### src/rtl/scroll_pkg.sv
package scroll_pkg;
    typedef enum logic [2:0] {
        OP_CLEAR   = 3'd0,
        OP_HOME    = 3'd1,
        OP_ENTRY   = 3'd2,
        OP_DSHIFT  = 3'd3,
        OP_ASHIFT  = 3'd4,
        OP_DOT     = 3'd5,
        OP_SETADDR = 3'd6,
        OP_NONE    = 3'd7
    } op_e;

    typedef enum logic {
        S_IDLE  = 1'b0,
        S_CLEAR = 1'b1
    } state_e;
endpackage

### src/rtl/scroll_ring_ctr.sv
module scroll_ring_ctr #(
    parameter int N = 14,
    parameter int W = $clog2(N)
) (
    input  logic         clk,
    input  logic         rst_n,
    input  logic         load,
    input  logic [W-1:0] load_val,
    input  logic         step,
    input  logic         up,
    output logic [W-1:0] value
);
    localparam logic [W-1:0] LAST = W'(N - 1);

    always_ff @(posedge clk or negedge rst_n) begin
        if (!rst_n) begin
            value <= '0;
        end else if (load) begin
            value <= load_val;
        end else if (step) begin
            if (up) value <= (value == LAST) ? '0 : value + 1'b1;
            else    value <= (value == '0) ? LAST : value - 1'b1;
        end
    end

    assert_ring_range_R2: assert property (@(posedge clk) disable iff (!rst_n)
        value <= LAST);
endmodule

### src/rtl/scroll_pos_map.sv
module scroll_pos_map #(
    parameter int N  = 14,
    parameter int W  = $clog2(N),
    parameter int PW = 4
) (
    input  logic [W-1:0]  offset,
    input  logic [PW-1:0] pos,
    output logic [W-1:0]  entry
);
    logic [W:0] sum;

    always_comb begin
        sum = (W+1)'(offset) + (W+1)'(pos);
        if (sum >= (W+1)'(N)) entry = W'(sum - (W+1)'(N));
        else                  entry = W'(sum);
    end
endmodule

### src/rtl/scroll_addr_ctrl.sv
module scroll_addr_ctrl
    import scroll_pkg::*;
#(
    parameter int         N_ENTRIES = 14,
    parameter int         N_VISIBLE = 12,
    parameter int         DATA_W    = 8,
    parameter int         MAX_DOT   = 5,
    parameter logic [7:0] BLANK     = 8'h20
) (
    input  logic                          clk,
    input  logic                          rst_n,
    input  logic                          cmd_valid,
    input  logic [2:0]                    cmd_op,
    input  logic [7:0]                    cmd_arg,
    input  logic                          wr_valid,
    input  logic [DATA_W-1:0]             wr_data,
    input  logic [$clog2(N_VISIBLE)-1:0]  pos_idx,
    output logic [$clog2(N_ENTRIES)-1:0]  pos_entry,
    output logic [$clog2(MAX_DOT+1)-1:0]  dot_shift,
    output logic [$clog2(N_ENTRIES)-1:0]  addr_cnt,
    output logic                          busy,
    output logic                          mem_we,
    output logic [$clog2(N_ENTRIES)-1:0]  mem_addr,
    output logic [DATA_W-1:0]             mem_wdata
);
    localparam int AW   = $clog2(N_ENTRIES);
    localparam int PW   = $clog2(N_VISIBLE);
    localparam int DOTW = $clog2(MAX_DOT + 1);
    localparam logic [AW-1:0]   LAST_SLOT = AW'(N_ENTRIES - 1);
    localparam logic [DOTW-1:0] DOT_LIMIT = DOTW'(MAX_DOT);

    state_e        state, state_nx;
    op_e           op;
    logic [AW-1:0] clr_cnt;
    logic [AW-1:0] offset;
    logic          inc_mode;
    logic          shift_on_wr;
    logic          accept_cmd;
    logic          accept_wr;
    logic          addr_load, addr_step, addr_up;
    logic [AW-1:0] addr_load_val, req_addr;
    logic          off_load, off_step, off_up;
    logic [DOTW-1:0] dot_code;

    assign op         = op_e'(cmd_op);
    assign busy       = (state == S_CLEAR);
    assign accept_cmd = cmd_valid && (state == S_IDLE);
    assign accept_wr  = wr_valid && !cmd_valid && (state == S_IDLE);

    // next-state logic
    always_comb begin
        state_nx = state;
        unique case (state)
            S_IDLE:  if (accept_cmd && op == OP_CLEAR) state_nx = S_CLEAR;
            S_CLEAR: if (clr_cnt == LAST_SLOT)         state_nx = S_IDLE;
            default: state_nx = S_IDLE;
        endcase
    end

    // state register
    always_ff @(posedge clk or negedge rst_n) begin
        if (!rst_n) begin
            state   <= S_IDLE;
            clr_cnt <= '0;
        end else begin
            state <= state_nx;
            if (state == S_CLEAR) clr_cnt <= (clr_cnt == LAST_SLOT) ? '0 : clr_cnt + 1'b1;
            else                  clr_cnt <= '0;
        end
    end

    // memory write port outputs
    always_comb begin
        unique case (state)
            S_CLEAR: begin
                mem_we    = 1'b1;
                mem_addr  = clr_cnt;
                mem_wdata = DATA_W'(BLANK);
            end
            default: begin
                mem_we    = accept_wr;
                mem_addr  = addr_cnt;
                mem_wdata = wr_data;
            end
        endcase
    end

    // address counter control
    always_comb begin
        req_addr      = cmd_arg[AW-1:0];
        addr_load_val = (req_addr >= AW'(N_ENTRIES)) ? req_addr - AW'(N_ENTRIES) : req_addr;
        addr_load     = 1'b0;
        addr_step     = 1'b0;
        addr_up       = inc_mode;
        if (accept_cmd) begin
            unique case (op)
                OP_CLEAR, OP_HOME: begin
                    addr_load     = 1'b1;
                    addr_load_val = '0;
                end
                OP_SETADDR: addr_load = 1'b1;
                OP_ASHIFT: begin
                    addr_step = 1'b1;
                    addr_up   = cmd_arg[0];
                end
                default: ;
            endcase
        end else if (accept_wr) begin
            addr_step = 1'b1;
        end
    end

    // display offset control
    always_comb begin
        off_load = accept_cmd && (op == OP_HOME);
        off_step = 1'b0;
        off_up   = inc_mode;
        if (accept_cmd && op == OP_DSHIFT) begin
            off_step = 1'b1;
            off_up   = !cmd_arg[0];
        end else if (accept_wr && shift_on_wr) begin
            off_step = 1'b1;
        end
    end

    scroll_ring_ctr #(.N(N_ENTRIES), .W(AW)) u_addr_ctr (
        .clk(clk), .rst_n(rst_n), .load(addr_load), .load_val(addr_load_val),
        .step(addr_step), .up(addr_up), .value(addr_cnt)
    );

    scroll_ring_ctr #(.N(N_ENTRIES), .W(AW)) u_off_ctr (
        .clk(clk), .rst_n(rst_n), .load(off_load), .load_val('0),
        .step(off_step), .up(off_up), .value(offset)
    );

    scroll_pos_map #(.N(N_ENTRIES), .W(AW), .PW(PW)) u_pos_map (
        .offset(offset), .pos(pos_idx), .entry(pos_entry)
    );

    // mode flags and dot shift
    assign dot_code = cmd_arg[DOTW-1:0];

    always_ff @(posedge clk or negedge rst_n) begin
        if (!rst_n) begin
            inc_mode    <= 1'b1;
            shift_on_wr <= 1'b0;
            dot_shift   <= '0;
        end else if (accept_cmd) begin
            unique case (op)
                OP_ENTRY: begin
                    inc_mode    <= cmd_arg[1];
                    shift_on_wr <= cmd_arg[0];
                end
                OP_CLEAR:  inc_mode  <= 1'b1;
                OP_DSHIFT: dot_shift <= '0;
                OP_DOT:    dot_shift <= (dot_code > DOT_LIMIT) ? '0 : dot_code;
                default: ;
            endcase
        end
    end

    assert_clear_ascend_R7: assert property (@(posedge clk) disable iff (!rst_n)
        (busy && mem_addr != LAST_SLOT) |=> (busy && mem_addr == $past(mem_addr) + 1'b1));
    assert_busy_hold_R11: assert property (@(posedge clk) disable iff (!rst_n)
        busy |=> $stable(addr_cnt));
    assert_dshift_keeps_addr_R5: assert property (@(posedge clk) disable iff (!rst_n)
        (accept_cmd && op == OP_DSHIFT) |=> ($stable(addr_cnt) && dot_shift == '0));
    assert_dot_range_R6: assert property (@(posedge clk) disable iff (!rst_n)
        dot_shift <= DOT_LIMIT);
    assert_home_R8: assert property (@(posedge clk) disable iff (!rst_n)
        (accept_cmd && op == OP_HOME) |=> (addr_cnt == '0 && !mem_we));
endmodule

### config.mk
export PLATFORM = sky130hd
export DESIGN_NAME = scroll_addr_ctrl
export DESIGN_NICKNAME = d
export VERILOG_FILES = /design/src/rtl/scroll_pkg.sv /design/src/rtl/scroll_ring_ctr.sv /design/src/rtl/scroll_pos_map.sv /design/src/rtl/scroll_addr_ctrl.sv
export SDC_FILE = /design/constraint.sdc
export NUM_CORES = 1
export LEC_CHECK = 0
export BUFFER_PORTS_ARGS = -buffer_cell sky130_fd_sc_hd__clkbuf_2
export CAP_MARGIN = 10
export CORE_ASPECT_RATIO = 0.9
export CORE_MARGIN = 2
export CORE_UTILIZATION = 54
export DETAILED_ROUTE_END_ITERATION = 7
export HOLD_SLACK_MARGIN = 0.12
export PLACE_DENSITY = 0.92
export SETUP_SLACK_MARGIN = 0.4
export SKIP_CTS_REPAIR_TIMING = 1
export SYNTH_ARGS = -nofsm -noshare
export SYNTH_HDL_FRONTEND = slang
export SYNTH_SLANG_ARGS = --single-unit
### constraint.sdc
create_clock -name clk -period 3 [get_ports clk]
set_clock_uncertainty 0.05 [all_clocks]
set_input_delay 0.3 -clock clk [delete_from_list [all_inputs] [get_ports clk]]
set_output_delay 0.3 -clock clk [all_outputs]
set_load 0.03 [all_outputs]
Word-level counts from Yosys, hierarchy flattened:

Index checks and enable logic that the tools add are counted.
Widths: inputs -> output; s select.

* add/subtract/negate cells: 8
* $lt $le $gt $ge: 3
* equality and inequality tests: 9
* muxes and demuxes: 35
* bitwise operators: 1
* reductions and logical operators: 21

Operator list (number)
* $mux 4: 17
* $mux 1: 13
* $add 4x1->4 const B: 3
* $eq 4x4->1 const B: 3
* $eq 3x3->1 const B: 3
* $logic_not 4->1: 2
* $mux 8: 1
* $reduce_bool 2->1: 4
* $sub 4x1->4 const B: 2
* $sub 4x4->4 const B: 2
* $logic_and 1x1->1: 7
* $eq 3x2->1 const B: 2
* $pmux 3 s2: 1
* $reduce_and 2->1: 3
* $add 4x4->5: 1
* $ge 5x4->1 const B: 1
* $ge 4x4->1 const B: 1
* $pmux 1 s2: 2
* $eq 3x1->1 const B: 1
* $gt 3x3->1 const B: 1
* $logic_not 3->1: 1
* $mux 3: 1
* $reduce_or 3->1: 1
* $logic_not 1->1: 2
* other kinds (2): 2

* bits in registers: 18
* input port bits: 27
* logic and storage cells: 84

Logic depth before layout (Yosys ltp):

* depth in word-level cells: 8
* mapped depth: 7

Hierarchy:

Synthesis repeated with hierarchy kept, for this count alone.

* cells, all modules: 193
* area total of the unflattened synthesis: 1699.1 µm²

Modules (own cells, without submodules)
* scroll_addr_ctrl: instances 1, cells each 93, area an instance 837.1 µm², seq. area each 251.5 µm²
* scroll_ring_ctr: instances 2, cells each 37, area an instance 324.1 µm², seq. area each 100.1 µm²
* scroll_pos_map: instances 1, cells each 26, area an instance 214.0 µm², seq. area each 0.0 µm²

Least setup slack after synthesis:

Ideal clock, no wire load.

* path kind: register to output
* start: reg u_off_ctr.value[0]
* end: out pos_entry[2]
* arrival: 2.040 ns
* path slack: 0.610 ns
* stages on the path, launching flop included: 7
* path buffers: 0
* cells stage by stage: dfrtp_1 > ha_1 > fa_1 > a21o_1 > a21oi_1 > a21oi_1 > a21oi_1

* cells in the longest elaborated chain, start to end: 3
* elaborated cells on any way between the ends: 4
* those cells by class: 2 x add/sub; 1 x order compare; 1 x mux

RTL lines
* start: declaration: line scroll_ring_ctr.sv:11 `output logic [W-1:0] value`
* start signal: assignment: line scroll_ring_ctr.sv:19 `value <= load_val;`
* start signal: assignment: line scroll_ring_ctr.sv:21 `if (up) value <= (value == LAST) ? '0 : value + 1'b1;`
* start signal: assignment: line scroll_ring_ctr.sv:22 `else value <= (value == '0) ? LAST : value - 1'b1;`
* $add 4x4->5 *: line scroll_pos_map.sv:13 `sum = (W+1)'(offset) + (W+1)'(pos);`
* $sub 4x4->4 / $ge 5x4->1 (equally long branches): line scroll_pos_map.sv:14 `if (sum >= (W+1)'(N)) entry = W'(sum - (W+1)'(N));`
* $mux 4 *: line scroll_pos_map.sv:14
* end: declaration: line scroll_addr_ctrl.sv:18 `output logic [$clog2(N_ENTRIES)-1:0] pos_entry,`

Every way passes the cells marked *; elsewhere a longest branch is shown, timed or not.

Final worst setup path:

* start: reg u_off_ctr.value[0]
* end: out pos_entry[3]

The elaborated chain is that of the path after synthesis.

==> flow_metrics.tcl <==
set metrics [dict create \
    drc 0 \
    reg2reg_to "u_addr_ctr.value[2]$_DFFE_PN0P_" \
    diodes 0 \
    final.period_utilization_pct 85.2 \
    synth_cells 179 \
    synth-seq-cells 18 \
    start_kind "register" \
    cts_buffers 3 \
    h-tree-depth 1 \
    setup_viol 0 \
    fp-row-count 18 \
    ff2ff_path_depth 5 \
    fp.dieH_um 54.9 \
    synth_edf_count 0 \
    regToRegStartpoint "busy$_DFF_PN0_" \
    vdd_ir_drop_max_mv 0.653 \
    design.core.area_sq_mm 0.00275 \
    synth.distinct_cells 45 \
    critPathMaxStageDelay_ps 440 \
    crit_fanout 5 \
    die-area_sq_mm 0.00332 \
    rsz0062_at_grt "true" \
    cap_violations 0 \
    hpwl_um 2590 \
    yosysWarnings 0 \
    whs_ps 246 \
    synth_top_cell_by_area "dfrtp_1" \
    routabilityCongestion 0.790 \
    path_class "reg2out" \
    hold_class "in2reg" \
    drive_gt1_share_pct 32.3 \
    report.final.slew_viol_count 0 \
    rrSetupSlack_ps 860 \
    synth_commonest_cells "a21oi_1 (17), dfrtp_1 (17), nand2_1 (14)" \
    min_to "busy$_DFF_PN0_" \
    synth_area_leaders "dfrtp_1 (27%), ha_1 (8.9%), a21oi_1 (5.5%), mux2_2 (5.1%), nand2_1 (3.4%)" \
    fin_setup_tns_ps 0 \
    max_freq_ghz 0.391 \
    wl_um 3470 \
    worstPathCellList "ha_1 > fa_2 > a21o_1 > a21oi_4 > nor2_1 > mux2_2 > buf_2" \
    crit_buf_inv 1 \
    grt_use_total_pct 21.8 \
    place_inst 257 \
    arrival_ps 2210 \
    power_density_mw_per_mm2 1060 \
    seq_area_frac_synth_pct 29.1 \
    synth_flop_cell "dfrtp_1" \
    p_leak_nw 0.899 \
    vias 1514 \
    worst_pin_slew_ps 610 \
    first_iter_violations 95 \
    worstHoldStart "cmd_op[0]" \
    grt_pass1_wl_um 5450 \
    clk_path_buf_depth 2 \
    drt-pass1-iter-count 4 \
    io_buffers 47 \
    min_period_ps 2560 \
    clk_latency_ps 300 \
    nFillCells 228 \
    syn2layout_area_growth_pct 20.8 \
    ioPinCount 52 \
    power_mw 1.99 \
    crit_required_ps 2650 \
    die_w_um 60.5 \
    status "complete, no violations" \
    hold_viol 0 \
    min_path_cells 2 \
    final_nets 266 \
    slew_headroom_pct 59.3 \
    cts-root-buf "clkbuf_4" \
    async_flop_share_pct 100 \
    clk_pin_slew_worst_paths_ps 90 \
    clock-sinks 18 \
    netlist.area_leader.share_pct 27.4 \
    cp-end-kind "output port" \
    crit_path_top_delay_cell "dfrtp_2" \
    synth_fp_nets 218 \
    syn_avg_cell_area_sq_um 8.67 \
    ant_nets 0 \
    fin_cells 266 \
    cts_tree "yes" \
    cp_top_family "adder cells" \
    wl_per_cell_um 13.0 \
    via_per_inst 5.69 \
    first_global_vias 1257 \
    grt_max_degree 22 \
    antenna_found_initial 0 \
    syn_area_sq_mm 0.00155 \
    start_util_pct 56.5 \
    overflow 0 \
]
-- worst reg2reg max path, cell delays in order, from the launching register on --
cell and delay, ps:
dfrtp_1 610, nand2b_1 370, nor2b_4 160, mux2i_2 350
mux2i_1 130, a221o_1 360
-- metrics by stage --
stage	worst slack, ps	utilization (%)	cell area (sq um)
after CTS	219	65.9	1810
after detailed placement	550	64.9	1780
final	445	68.2	1870
after floorplan	610	-	1550
after global routing	353	68.2	1870
after global placement	608	64.9	1780
-- sequential cells by signal (all words and copies together) (netlist names) --
register and cells:
clr_cnt 4, u_addr_ctr.value 4, dot_shift 3, busy 1
u_off_ctr.value 4, shift_on_wr 1, inc_mode 1
-- cell usage in the layout, fill, tap and decap left out, types with 4 or more instances in the layout --
master	instances
mux2i_1	4
nand3b_1	4
ha_1	11
a31oi_1	5
o21ai_0	7
nand2b_1	5
nor2_1	13
nand2_1	14
nand3_1	7
a21oi_1	16
a21o_1	4
inv_1	7
nor2b_1	8
clkbuf_2	45
a22o_1	4
dfrtp_1	15
mux2_2	7
buf_4	4
-- where the power goes --
group          total, mW  switching (mW)  internal, mW
clock network      0.128          0.0762        0.0518
logic               1.35           0.807         0.542
registers          0.516           0.172         0.344
-- layer usage --
layer | global-route usage [%] | wire length (um)
met5 | 0 | 0
met4 | 6.16 | 31
met3 | 5.20 | 223
met2 | 35.0 | 1630
met1 | 29.5 | 1580
-- kinds of logic after synthesis --
kind of cell | share of synthesized area, %
and+or+nand+nor | 22.4
buffers and inverters | 5.08
adders and majority gates | 10.2
DFF | 29.1
AOI/OAI and AO/OA | 20.6
xor gates and xnor gates | 3.39
muxes | 9.27
-- how the worst max path moves through the flow --
stage                                         from  slack (ps)  cells past startpoint            to
floorplan           u_off_ctr.value[0]$_DFFE_PN0P_         610                      6  pos_entry[2]
global placement    u_off_ctr.value[0]$_DFFE_PN0P_         610                      7  pos_entry[3]
detailed placement  u_off_ctr.value[0]$_DFFE_PN0P_         550                      7  pos_entry[3]
CTS                 u_off_ctr.value[0]$_DFFE_PN0P_         220                      7  pos_entry[3]
global route        u_off_ctr.value[0]$_DFFE_PN0P_         350                      7  pos_entry[3]
finish              u_off_ctr.value[0]$_DFFE_PN0P_         440                      7  pos_entry[3]
-- final cells by class --
cell class              count  area [sq um]  area share [%]
multi-input cells         145          1040            55.6
flip-flops and latches     18           454            24.2
repair buffers             52           275            14.7
well taps                  40          50.0            2.67
clock buffers               4          26.3            1.40
inverters                   7          26.3            1.40
(Power assumes the default switching activity.)
